--- config.mk ---
export PLATFORM = sky130hd
export DESIGN_NAME = fmk_marker_gen
export DESIGN_NICKNAME = d
export VERILOG_FILES = /design/src/rtl/fmk_pkg.sv /design/src/rtl/fmk_cfg_hold.sv /design/src/rtl/fmk_octet_walk.sv /design/src/rtl/fmk_marker_gen.sv
export SDC_FILE = /design/constraint.sdc
export NUM_CORES = 1
export LEC_CHECK = 0
export ABC_AREA = 1
export CAP_MARGIN = 10
export CORE_ASPECT_RATIO = 0.75
export CORE_MARGIN = 5
export CORE_UTILIZATION = 45
export CTS_CLUSTER_DIAMETER = 50
export DETAILED_ROUTE_END_ITERATION = 6
export PLACE_DENSITY = 0.6
export SLEW_MARGIN = 20
export SYNTH_ARGS = -nofsm -noshare
export SYNTH_HDL_FRONTEND = slang
export SYNTH_SLANG_ARGS = --single-unit
--- constraint.sdc ---
create_clock -name clk -period 6.4 [get_ports clk]
set_clock_uncertainty 0.15 [all_clocks]
set_input_delay 0.64 -clock clk [delete_from_list [all_inputs] [get_ports clk]]
set_output_delay 0.64 -clock clk [all_outputs]
set_load 0.02 [all_outputs]
--- src/rtl/fmk_pkg.sv ---
package fmk_pkg;
  // octets carried by one datapath word
  localparam int WORD_OCTETS = 4;
  // minimum octets in a multiframe (K * F lower bound)
  localparam int MIN_MF_OCTETS = 17;
endpackage

--- src/rtl/fmk_cfg_hold.sv ---
module fmk_cfg_hold #(
  parameter int MAX_F = 256,
  parameter int MAX_K = 32,
  localparam int FW = $clog2(MAX_F + 1),
  localparam int KW = $clog2(MAX_K + 1),
  localparam int PW = FW + KW
) (
  input  logic          clk,
  input  logic          rst_n,
  input  logic          restart,
  input  logic [FW-1:0] cfg_f,
  input  logic [KW-1:0] cfg_k,
  output logic [FW-1:0] act_f,
  output logic [KW-1:0] act_k,
  output logic          cfg_bad
);
  import fmk_pkg::*;

  logic [PW-1:0] prod;
  logic f_ok, k_ok, span_ok, quad_ok, legal;

  always_comb begin
    prod    = {{KW{1'b0}}, cfg_f} * {{FW{1'b0}}, cfg_k};
    f_ok    = (cfg_f == FW'(1)) || (cfg_f == FW'(2)) ||
              ((cfg_f >= FW'(4)) && (cfg_f <= FW'(MAX_F)));
    k_ok    = (cfg_k != '0) && (cfg_k <= KW'(MAX_K));
    span_ok = prod >= PW'(MIN_MF_OCTETS);
    quad_ok = (prod[1:0] == 2'b00);
    legal   = f_ok && k_ok && span_ok && quad_ok;
  end

  always_ff @(posedge clk) begin
    if (!rst_n) begin
      act_f   <= '0;
      act_k   <= '0;
      cfg_bad <= 1'b1;
    end else if (restart) begin
      act_f   <= cfg_f;
      act_k   <= cfg_k;
      cfg_bad <= !legal;
    end
  end

  // captured setting only moves on a restart
  a_r6_hold_cfg: assert property (@(posedge clk) disable iff (!rst_n)
    !restart |=> ($stable(act_f) && $stable(act_k) && $stable(cfg_bad)));
endmodule

--- src/rtl/fmk_octet_walk.sv ---
module fmk_octet_walk #(
  parameter int MAX_F = 256,
  parameter int MAX_K = 32,
  localparam int FW = $clog2(MAX_F + 1),
  localparam int KW = $clog2(MAX_K + 1),
  localparam int NO = fmk_pkg::WORD_OCTETS
) (
  input  logic          clk,
  input  logic          rst_n,
  input  logic          restart,
  input  logic          advance,
  input  logic [FW-1:0] act_f,
  input  logic [KW-1:0] act_k,
  output logic [NO-1:0] sof_raw,
  output logic [NO-1:0] somf_raw
);
  localparam logic [FW-1:0] F_ONE = FW'(1);
  localparam logic [KW-1:0] K_ONE = KW'(1);

  logic [FW-1:0] pos, nxt_pos, p;
  logic [KW-1:0] frm, nxt_frm, r;

  // walk the four octets of the word, wrapping frame and multiframe as needed
  always_comb begin
    p = pos;
    r = frm;
    for (int i = 0; i < NO; i++) begin
      sof_raw[i]  = (p == '0);
      somf_raw[i] = (p == '0) && (r == '0);
      if (p + F_ONE == act_f) begin
        p = '0;
        r = (r + K_ONE == act_k) ? '0 : r + K_ONE;
      end else begin
        p = p + F_ONE;
      end
    end
    nxt_pos = p;
    nxt_frm = r;
  end

  always_ff @(posedge clk) begin
    if (!rst_n || restart) begin
      pos <= '0;
      frm <= '0;
    end else if (advance) begin
      pos <= nxt_pos;
      frm <= nxt_frm;
    end
  end

  // restart leaves the walker at octet 0 of frame 0
  a_r5_restart_clears: assert property (@(posedge clk) disable iff (!rst_n)
    restart |=> (pos == '0 && frm == '0));

  // no accepted word, no movement
  a_r4_hold_idle: assert property (@(posedge clk) disable iff (!rst_n)
    (!advance && !restart) |=> ($stable(pos) && $stable(frm)));
endmodule

--- src/rtl/fmk_marker_gen.sv ---
module fmk_marker_gen #(
  parameter int MAX_F = 256,
  parameter int MAX_K = 32,
  localparam int FW = $clog2(MAX_F + 1),
  localparam int KW = $clog2(MAX_K + 1),
  localparam int PW = FW + KW
) (
  input  logic          clk,
  input  logic          rst_n,
  input  logic [FW-1:0] cfg_f,
  input  logic [KW-1:0] cfg_k,
  input  logic          restart,
  input  logic          in_valid,
  output logic [3:0]    sof,
  output logic [3:0]    somf,
  output logic          lmfc_pulse,
  output logic          cfg_error
);
  import fmk_pkg::*;

  logic [FW-1:0] act_f;
  logic [KW-1:0] act_k;
  logic          cfg_bad;
  logic          advance;
  logic [WORD_OCTETS-1:0] sof_raw, somf_raw;

  fmk_cfg_hold #(.MAX_F(MAX_F), .MAX_K(MAX_K)) u_cfg (
    .clk(clk), .rst_n(rst_n), .restart(restart),
    .cfg_f(cfg_f), .cfg_k(cfg_k),
    .act_f(act_f), .act_k(act_k), .cfg_bad(cfg_bad)
  );

  assign advance = in_valid && !restart && !cfg_bad;

  fmk_octet_walk #(.MAX_F(MAX_F), .MAX_K(MAX_K)) u_walk (
    .clk(clk), .rst_n(rst_n), .restart(restart), .advance(advance),
    .act_f(act_f), .act_k(act_k),
    .sof_raw(sof_raw), .somf_raw(somf_raw)
  );

  assign sof        = advance ? sof_raw  : '0;
  assign somf       = advance ? somf_raw : '0;
  assign lmfc_pulse = advance && somf_raw[0];
  assign cfg_error  = cfg_bad;

  // ---------------- checker state ----------------
  logic [PW-1:0] period, gap;
  logic          fresh;

  assign period = ({{KW{1'b0}}, act_f} * {{FW{1'b0}}, act_k}) >> 2;

  always_ff @(posedge clk) begin
    if (!rst_n || restart) begin
      gap   <= '0;
      fresh <= 1'b1;
    end else if (advance) begin
      fresh <= 1'b0;
      gap   <= lmfc_pulse ? '0 : gap + PW'(1);
    end
  end

  // multiframe start is always a frame start
  a_r2_somf_in_sof: assert property (@(posedge clk) disable iff (!rst_n)
    (somf & ~sof) == 4'b0000);

  // multiframe starts only on octet 0
  a_r3_somf_octet0: assert property (@(posedge clk) disable iff (!rst_n)
    somf[3:1] == 3'b000);

  // pulses spaced by F*K/4 accepted words
  a_r3_lmfc_period: assert property (@(posedge clk) disable iff (!rst_n)
    (lmfc_pulse && !fresh) |-> (gap == period - PW'(1)));

  // idle cycles are unmarked
  a_r4_idle_quiet: assert property (@(posedge clk) disable iff (!rst_n)
    !in_valid |-> (sof == 4'b0000 && !lmfc_pulse));

  // first accepted word after restart opens a multiframe
  a_r5_fresh_start: assert property (@(posedge clk) disable iff (!rst_n)
    (fresh && advance) |-> (sof[0] && somf[0] && lmfc_pulse));

  // illegal setting silences all markers
  a_r7_err_quiet: assert property (@(posedge clk) disable iff (!rst_n)
    cfg_error |-> (sof == 4'b0000 && somf == 4'b0000 && !lmfc_pulse));
endmodule

Word level (Yosys, flattened, before mapping)
Cells that the tools add are included.
Operators by class
  add/sub/neg operators: 8
  multipliers: 1
  divide/modulo/power cells: 0
  magnitude comparators: 4
  eq/ne operators: 10
  shift-type cells: 0
  muxes and demuxes: 14
  bitwise gates (word level): 0
  reductions and logical operators: 29
Operators with widths (count)
  6-bit two-way mux: 8
  9-bit by 1-bit adder with 9-bit output, second input constant: 4
  9-bit equality test: 4
  9-bit zero test: 4
  9-bit two-way mux: 4
  6-bit by 1-bit adder with 6-bit output, second input constant: 4
  6-bit equality test: 4
  6-bit zero test: 4
  15-bit by 5-bit greater-or-equal comparator with 1-bit output, second input constant: 1
  9-bit by 6-bit multiplier with 15-bit output: 1
  1-bit logical AND: 12
  9-bit by 1-bit equality test with 1-bit output, second input constant: 1
  9-bit by 2-bit equality test with 1-bit output, second input constant: 1
  9-bit by 3-bit greater-or-equal comparator with 1-bit output, second input constant: 1
  9-bit <= comparator, second input constant: 1
  4-bit two-way mux: 2
  6-bit <= comparator, second input constant: 1
  6-bit nonzero test: 1
  1-bit zero test: 4
  1-bit logical OR: 3
  2-bit zero test: 1
Storage, ports and cells
  register bits: 31
  bits in latches: 0
  RAM bits: 0
  ROM bits: 0
  input port bits: 19
  output and inout port bits: 10
  word-level logic and storage cells: 71
  memories: 0

Logic depth before layout (Yosys ltp)
Gate-level depths: netlist (run 1).
  depth after elaboration: 16
  depth in mapped cells: 55
  depth with buffers taken out: 52

Modules after synthesis
From an unflattened synthesis (run 1), not the netlist that was laid out.
Second synthesis, totals
  cell total of the unflattened synthesis: 1214
  area total of the unflattened synthesis: 6657.6 µm²
By module, submodules not included
  fmk_octet_walk: instances 1, cells each 795, area an instance 3965.1 µm²
  fmk_cfg_hold: instances 1, cells each 399, area an instance 2606.2 µm²
  fmk_marker_gen: instances 1, cells each 20, area an instance 86.3 µm²

Worst setup path after synthesis (run 1)
OpenSTA, ideal clock, no wires.
  path type: reg2out
  from: register u_walk.pos[0]
  to: output somf[3]
  arrival: 5923 ps
  required time: 5610 ps
  slack: -313 ps
  stages on the path, launching flop included: 41
  buffers on the path: 3
  cell sequence: dfxtp_1 inv_2 ha_1 inv_1 nand2_1 nand2_1 nor2_1 inv_1 nor2_1 nand2_1 nor2_1 nand2_1 nor2_4 buf_6 nor2_1 ha_1 xor2_1 a21oi_1 [... 5 more ...] buf_6 nand2_1 inv_1 ha_1 inv_1 nor2_1 nor3_1 nand3_1 nor2_1 nand2_1 nor2_4 buf_6 nor2_1 inv_1 ha_1 nand3_1 nor4_1 nor4b_1
Between the ends
  longest elaborated chain between the ends: 14
  elaborated cells between the ends (all ways): 22
  classes of those cells: add/sub (5); eq/ne (5); mux (9); reduce/logical (3)
Ends and longest elaborated chain
  start, declared: RTL line fmk_octet_walk.sv:20  | logic [FW-1:0] pos, nxt_pos, p;
  start signal, assigned: RTL line fmk_octet_walk.sv:46  | pos <= nxt_pos;
  9-bit by 1-bit adder with 9-bit output (*): RTL line fmk_octet_walk.sv:30, fmk_octet_walk.sv:34
  parallel branches: the longest is 11 deep, another holds 9-bit by 1-bit adder with 9-bit output
  1-bit logical AND (*): RTL line fmk_octet_walk.sv:29  | somf_raw[i] = (p == '0) && (r == '0);
  4-bit two-way mux (*): RTL line fmk_marker_gen.sv:42  | assign somf = advance ? somf_raw : '0;
  end, declared: RTL line fmk_marker_gen.sv:15  | output logic [3:0] somf,
Mark *: on every way between the ends.

Final worst setup path (run 1)
Same ends and word-level chain as after synthesis.

==> flow_summary.yaml, run 1 <==
status:
  outcome: "finished, final reports clean"
floorplan:
  start_util_pct: 46.1
  rows: 36
  die_x_um: 143
  fp.dieH_um: 110
  io_pins: 29
  core_mm2: 0.0130
  die-area_mm2: 0.0158
sta:
  fin_crit_sh_pct: 96.2
  max-slew-margin-rel_pct: 35.3
  hold_ws_ns: 0.347
  timing.final.hold_violations: 0
  rsz0062_at_grt: "true"
  fmax_ghz: 0.162
  setup_slack_ns: 0.246
  worst-slew-pin-transition_ns: 0.969
  maxSlewViolCount: 0
  period_needed_ns: 6.15
  setup_viol: 0
  fin_setup_tns_ns: 0
clocking:
  htreeDepth: 2
  cts_root_buf: "clkbuf_16"
  clock_sinks: 31
  cts_inserted_buffers: 5
  cts.hold.buffers_added: 0
  cts_max_path_buffers: 2
  clk_latency_ns: 0.28
  cts_tree: "done"
  clk_pin_slew_worst_paths_ns: 0.05
placed_design:
  place.gp.congestion: 0.929
  port_buffers: 28
  dp.final_hpwl_mm: 15.1
  place_ws_ns: -0.142
global_route:
  antenna_found_initial: 0
  grt_max_degree: 31
  grt_pass1_vias: 6144
  grt_overflow: 0
  grt_pass1_wl_mm: 30.4
  track_usage_pct: 24.0
job:
  maxCapViolCount: 0
drt:
  postRouteAntennaNets: 0
  drt_wl_total_mm: 19.1
  drt_iter0_drc: 434
  drc: 0
  vias: 6756
  vias_per_cell: 5.22
  avgRoutedWirePerCell_um: 14.8
  drt-pass1-iter-count: 5
worst_setup_path:
  cpMostUsedCell: "nand2_1"
  endpoint_kind: "output pin"
  worst-endpoint-arrival_ns: 5.36
  crit_fanout: 5
  crit_type: "reg2out"
  cp-start-kind: "register"
  slowest_stage: "dfxtp_4"
  worst_path_largest_cell_delay_ns: 0.38
  required_ns: 5.61
yosys:
  synth_area_mm2: 0.00600
  synthCells: 1058
  synth_seq_cells: 31
  synth_nets: 1145
  synth_warnings: 0
  synth_cell_types: 46
  synth_edf_count: 0
  avgSynthCellArea_um2: 5.67
  synth_ff_type: "dfxtp_1"
  async_flop_share_pct: 0
  ys_seq_area_share_pct: 10.3
finish:
  multi_input_area_mm2: 0.00488
  seqCellArea_um2: 631
  fill_cells: 1369
  drive_gt1_share_pct: 17.1
  utilization_pct: 56.4
  num-nets-final: 1210
  diodes: 0
  area_growth_pct: 22.5
power_and_ir_drop:
  powerDensity_mw_per_mm2: 128
  power.static_leakage_nw: 3.65
  ir_worst_vdd_mv: 0.186
  finalPower_uw: 937
min_path:
  hold_class: "reg2reg"
## sequential cells by signal, summed over array words and instances, names as in the netlist
name           flops
u_walk.pos         9
u_cfg.act_f        9
u_cfg.act_k        6
u_cfg.cfg_bad      1
u_walk.frm         6
## worst max-delay path: cells and delay by family (launching register included)
kind | cells | cell delay, ns
flops | 1 | 0.38
compound gates | 1 | 0.11
fa+ha+maj | 4 | 0.83
buf+inv | 7 | 0.50
xor+xnor | 2 | 0.29
simple gates | 25 | 2.95
## through the flow
stage	cells	cell area, um2
2_1_floorplan	1058	6010
3_3_place_gp	1266	6660
3_5_place_dp	1266	6660
4_1_cts	1274	6850
5_1_grt	1295	7350
6_report	1295	7350
## worst paths after layout
kind | start | slack (ns) | end | cells after the start
setup / recovery | u_walk.pos[0]$_SDFFE_PP0P_ | 0.25 | somf[3] | 39
hold / removal | u_cfg.cfg_bad$_SDFFE_PN1P_ | 0.35 | u_cfg.cfg_bad$_SDFFE_PN1P_ | 2
setup reg to reg | u_walk.pos[0]$_SDFFE_PP0P_ | 0.36 | u_walk.frm[0]$_SDFFE_PP0P_ | 47
hold reg to reg | u_cfg.cfg_bad$_SDFFE_PN1P_ | 0.35 | u_cfg.cfg_bad$_SDFFE_PN1P_ | 2
## routing by layer
layer,vias to the layer above,routed length (um),global-route usage (%)
met3,23,1130,2.93
li1,3465,-,-
met1,3081,9470,36.1
met4,0,259,3.63
met5,-,0,0
met2,187,8250,37.6
## cell usage in the layout (no fill, tap or decap), types with 3 or more instances in the layout
cell and count:
o21bai_1 5, nand3b_1 3, fa_1 29, a21oi_1 27, buf_4 56, dfxtp_1 27, xnor2_1 4, o21ai_2 5
o21ai_0 20, inv_2 20, buf_6 4, ha_4 7, nand2_2 19, nand4_1 19, inv_4 3, nand3_2 15
inv_1 151, nor2_2 20, ha_1 31, nand3_1 119, nand2_4 3, nor2_1 67, nor2_4 12, nor3_1 5
o21ai_1 7, nand2_1 359, clkdlybuf4s50_1 26, o22ai_1 7, clkbuf_16 5, nor4_1 4, xor2_1 7
## repair_timing
item                                   CTS  global route
cloned                                   0             0
setup endpoints to repair               13            17
pin swaps                                1            40
resized for setup                        9            91
setup buffers                            0            21
endpoints found under the hold margin    0             0
## cell families (layout without fill, tap and decap cells)
| logic type | after synthesis | count (layout) | synth area share (%) |
|---|---|---|---|
| AO/OA/AOI/OAI | 87 | 87 | 8.59 |
| XOR/XNOR | 12 | 12 | 1.75 |
| adder cells (fa/ha/maj) | 68 | 68 | 17.8 |
| buffers and inverters | 207 | 273 | 13.8 |
| flip-flops | 31 | 31 | 10.3 |
| AND/OR/NAND/NOR | 653 | 653 | 47.7 |
## synth_stat cells (2+ instances only)
library cell  instances  area (um2)
inv_2                16        60.1
nand3_1             127         636
nor3_1                6        30.0
nand2_2               9        56.3
nand2_4               2        22.5
a21oi_1              28         140
nand3b_1              3        22.5
a211oi_1              2        15.0
clkbuf_1             19        71.3
dfxtp_1              31         621
o21bai_1              5        37.5
o21ai_1               9        45.0
nor2_4                4        45.0
o22ai_1               7        43.8
a41oi_1               2        17.5
fa_1                 29         581
o21ai_2               3        26.3
inv_1               158         593
nand2_1             370        1390
xor2_1                8        70.1
o21ai_0              20         100
buf_6                 4        45.0
nand4_1              19         119
a21o_1                2        15.0
nor2_1               84         315
nor2_2               11        68.8
xnor2_1               4        35.0
nor4_1                5        31.3
buf_2                 6        30.0
nand3_2               9        90.1
ha_1                 39         488
buf_4                 3        22.5
## final cells by class
type	count	share of cell area [%]
Clock inverter	2	0.477
Inverter	175	9.04
Sequential cell	31	8.58
Timing Repair Buffer	90	10.6
Tap cell	171	2.91
Multi-Input combinational cell	820	66.5
Clock buffer	6	1.89
## report_power, final
part / switching [mW] / total (mW) / internal, mW
combinational: 0.270 / 0.452 / 0.182
clock: 0.0839 / 0.277 / 0.193
sequential: 0.00916 / 0.208 / 0.198
total: 0.363 / 0.937 / 0.574
No activity file was read; power rests on OpenSTA's default activity.
==> run 2, diff against run 1 <==
CORE_MARGIN = not set   (was 5)
CTS_BUF_LIST = sky130_fd_sc_hd__clkbuf_8   (was not set)
MAX_ROUTING_LAYER = met4   (was not set)
==> flow_summary.yaml, run 2 (synthesis gave the netlist of run 1 again) <==
finish:
  drive_gt1_share_pct: 17.2
  layout_commonest_cell: "nand2_1"
  reg.largest.list: "u_cfg.act_f: 9 flops, u_walk.pos: 9 flops"
  num-nets-final: 1212
  diodes: 0
  layout_common_cells: "360 x nand2_1, 149 x inv_1, 122 x nand3_1, 63 x nor2_1, 62 x buf_4"
  utilization_pct: 56.1
  fin_cells: 1297
  fill_cells: 1358
  area_growth_pct: 21.2
power_and_ir_drop:
  power.static_leakage_nw: 3.61
  seq_power_share_pct: 24.2
  p_int_uw: 504
  powerDensity_mw_per_mm2: 118
  ir_worst_vdd_mv: 0.119
  clkPwrFrac_pct: 23.3
  p_switching_uw: 354
  p_comb_share_pct: 52.5
  swShare_pct: 41.2
clocking:
  clk_pin_slew_worst_paths_ns: 0.07
  clk_latency_ns: 0.28
  htreeDepth: 2
  cts_inserted_buffers: 5
  cts_tree: "done"
  cts.hold.buffers_added: 0
  clock_sinks: 31
  cts_root_buf: "clkbuf_8"
  cts_max_path_buffers: 2
sta:
  fin_setup_tns_ns: 0
  worst-slew-pin-transition_ns: 0.959
  setup_slack_ns: 0.290
  fin_crit_sh_pct: 95.5
  maxSlewViolCount: 0
  max-slew-margin-rel_pct: 35.9
  period_needed_ns: 6.11
  setup_viol: 0
  timing.final.hold_violations: 0
  fmax_ghz: 0.164
drt:
  drc: 0
  postRouteAntennaNets: 0
  drt_iter0_drc: 423
  drt_wl_total_mm: 19.0
  drt-pass1-iter-count: 5
  vias: 6743
  vias_per_cell: 5.20
  avgRoutedWirePerCell_um: 14.6
global_route:
  grt_max_degree: 31
  antenna_found_initial: 0
  grt_pass1_vias: 6185
  track_usage_pct: 28.9
  grt_overflow: 0
  grt_pass1_wl_mm: 30.4
job:
  maxCapViolCount: 0
min_path:
  hold_class: "reg2reg"
floorplan:
  core_mm2: 0.0130
  start_util_pct: 46.2
  io_pins: 29
  fp.dieH_um: 102
  die-area_mm2: 0.0138
  rows: 36
  die_x_um: 135
placed_design:
  port_buffers: 28
  dp.final_hpwl_mm: 15.1
  place.gp.congestion: 0.932
  dp.cells: 1272
  place_ws_ns: -0.0461
worst_setup_path:
  crit_fanout: 7
  required_ns: 5.61
  crit_type: "reg2out"
  slowest_stage: "dfxtp_4"
  cp-start-kind: "register"
  endpoint_kind: "output pin"
  worst_path_largest_cell_delay_ns: 0.40
  worst-endpoint-arrival_ns: 5.32
status:
  outcome: "finished, final reports clean"
==> run 2: path summary, 6_finish.rpt <==
| kind | from | to | slack (ns) | cells past startpoint |
|---|---|---|---|---|
| max | u_walk.pos[0]$_SDFFE_PP0P_ | somf[3] | 0.29 | 41 |
| min | u_cfg.cfg_bad$_SDFFE_PN1P_ | u_cfg.cfg_bad$_SDFFE_PN1P_ | 0.33 | 2 |
| max reg2reg | u_walk.pos[0]$_SDFFE_PP0P_ | u_walk.pos[2]$_SDFFE_PP0P_ | 0.41 | 48 |
| min reg2reg | u_cfg.cfg_bad$_SDFFE_PN1P_ | u_cfg.cfg_bad$_SDFFE_PN1P_ | 0.33 | 2 |
==> run 2: worst max-delay path: cells and delay by family (launching register included) <==
kind	cells	cell delay, ns
and+or+nand+nor	28	2.98
buffers and inverters	8	0.76
adders and majority gates	3	0.63
DFF	1	0.40
xor gates and xnor gates	1	0.14
AOI/OAI and AO/OA	1	0.11
==> run 2: per-layer routing <==
metal  GRT usage (%)  part of all wire (%)
met1            41.0                    49
met2            44.8                    43
met3            3.27                   6.6
met4            4.32                   1.6
met5               -                     0
==> run 2: stage by stage <==
step / power, mW / hold slack [ns] / instance area [um2]
after floorplan: 0.524 / 0.321 / 6010
after global placement: 0.636 / 0.328 / 6690
after detailed placement: 0.637 / 0.333 / 6690
after CTS: 0.839 / 0.342 / 6820
after global routing: 0.936 / 0.372 / 7270
final: 0.858 / 0.333 / 7270
==> run 2: area by class of cell <==
type / instances / area [um2] / share of cell area [%]
multi-input combinational: 820 / 4880 / 67.1
timing repair buffer: 92 / 768 / 10.6
inverter: 175 / 659 / 9.07
sequential: 31 / 632 / 8.69
tap: 171 / 214 / 2.94
clock buffer: 6 / 82.6 / 1.14
clock inverter: 2 / 35.0 / 0.482
==> run 2: what timing repair did <==
action | 4_1_cts | 5_1_grt
setup endpoints to repair | 2 | 17
resized for setup | 4 | 89
pin swaps | 1 | 40
buffers inserted | 1 | 17
==> run 2: power by group through the flow <==
| stage | logic, mW | clock network, mW | registers (mW) |
|---|---|---|---|
| after floorplan | 0.315 | 0 | 0.209 |
| after global placement | 0.423 | 0 | 0.213 |
| after detailed placement | 0.424 | 0 | 0.213 |
| after CTS | 0.427 | 0.203 | 0.208 |
| after global routing | 0.518 | 0.209 | 0.208 |
| final | 0.451 | 0.200 | 0.208 |
==> run 3, diff against run 2 <==
SLEW_MARGIN = not set   (was 20)
==> results of run 3 <==
The final DEF is identical to that of run 2; final timing and power are the same.
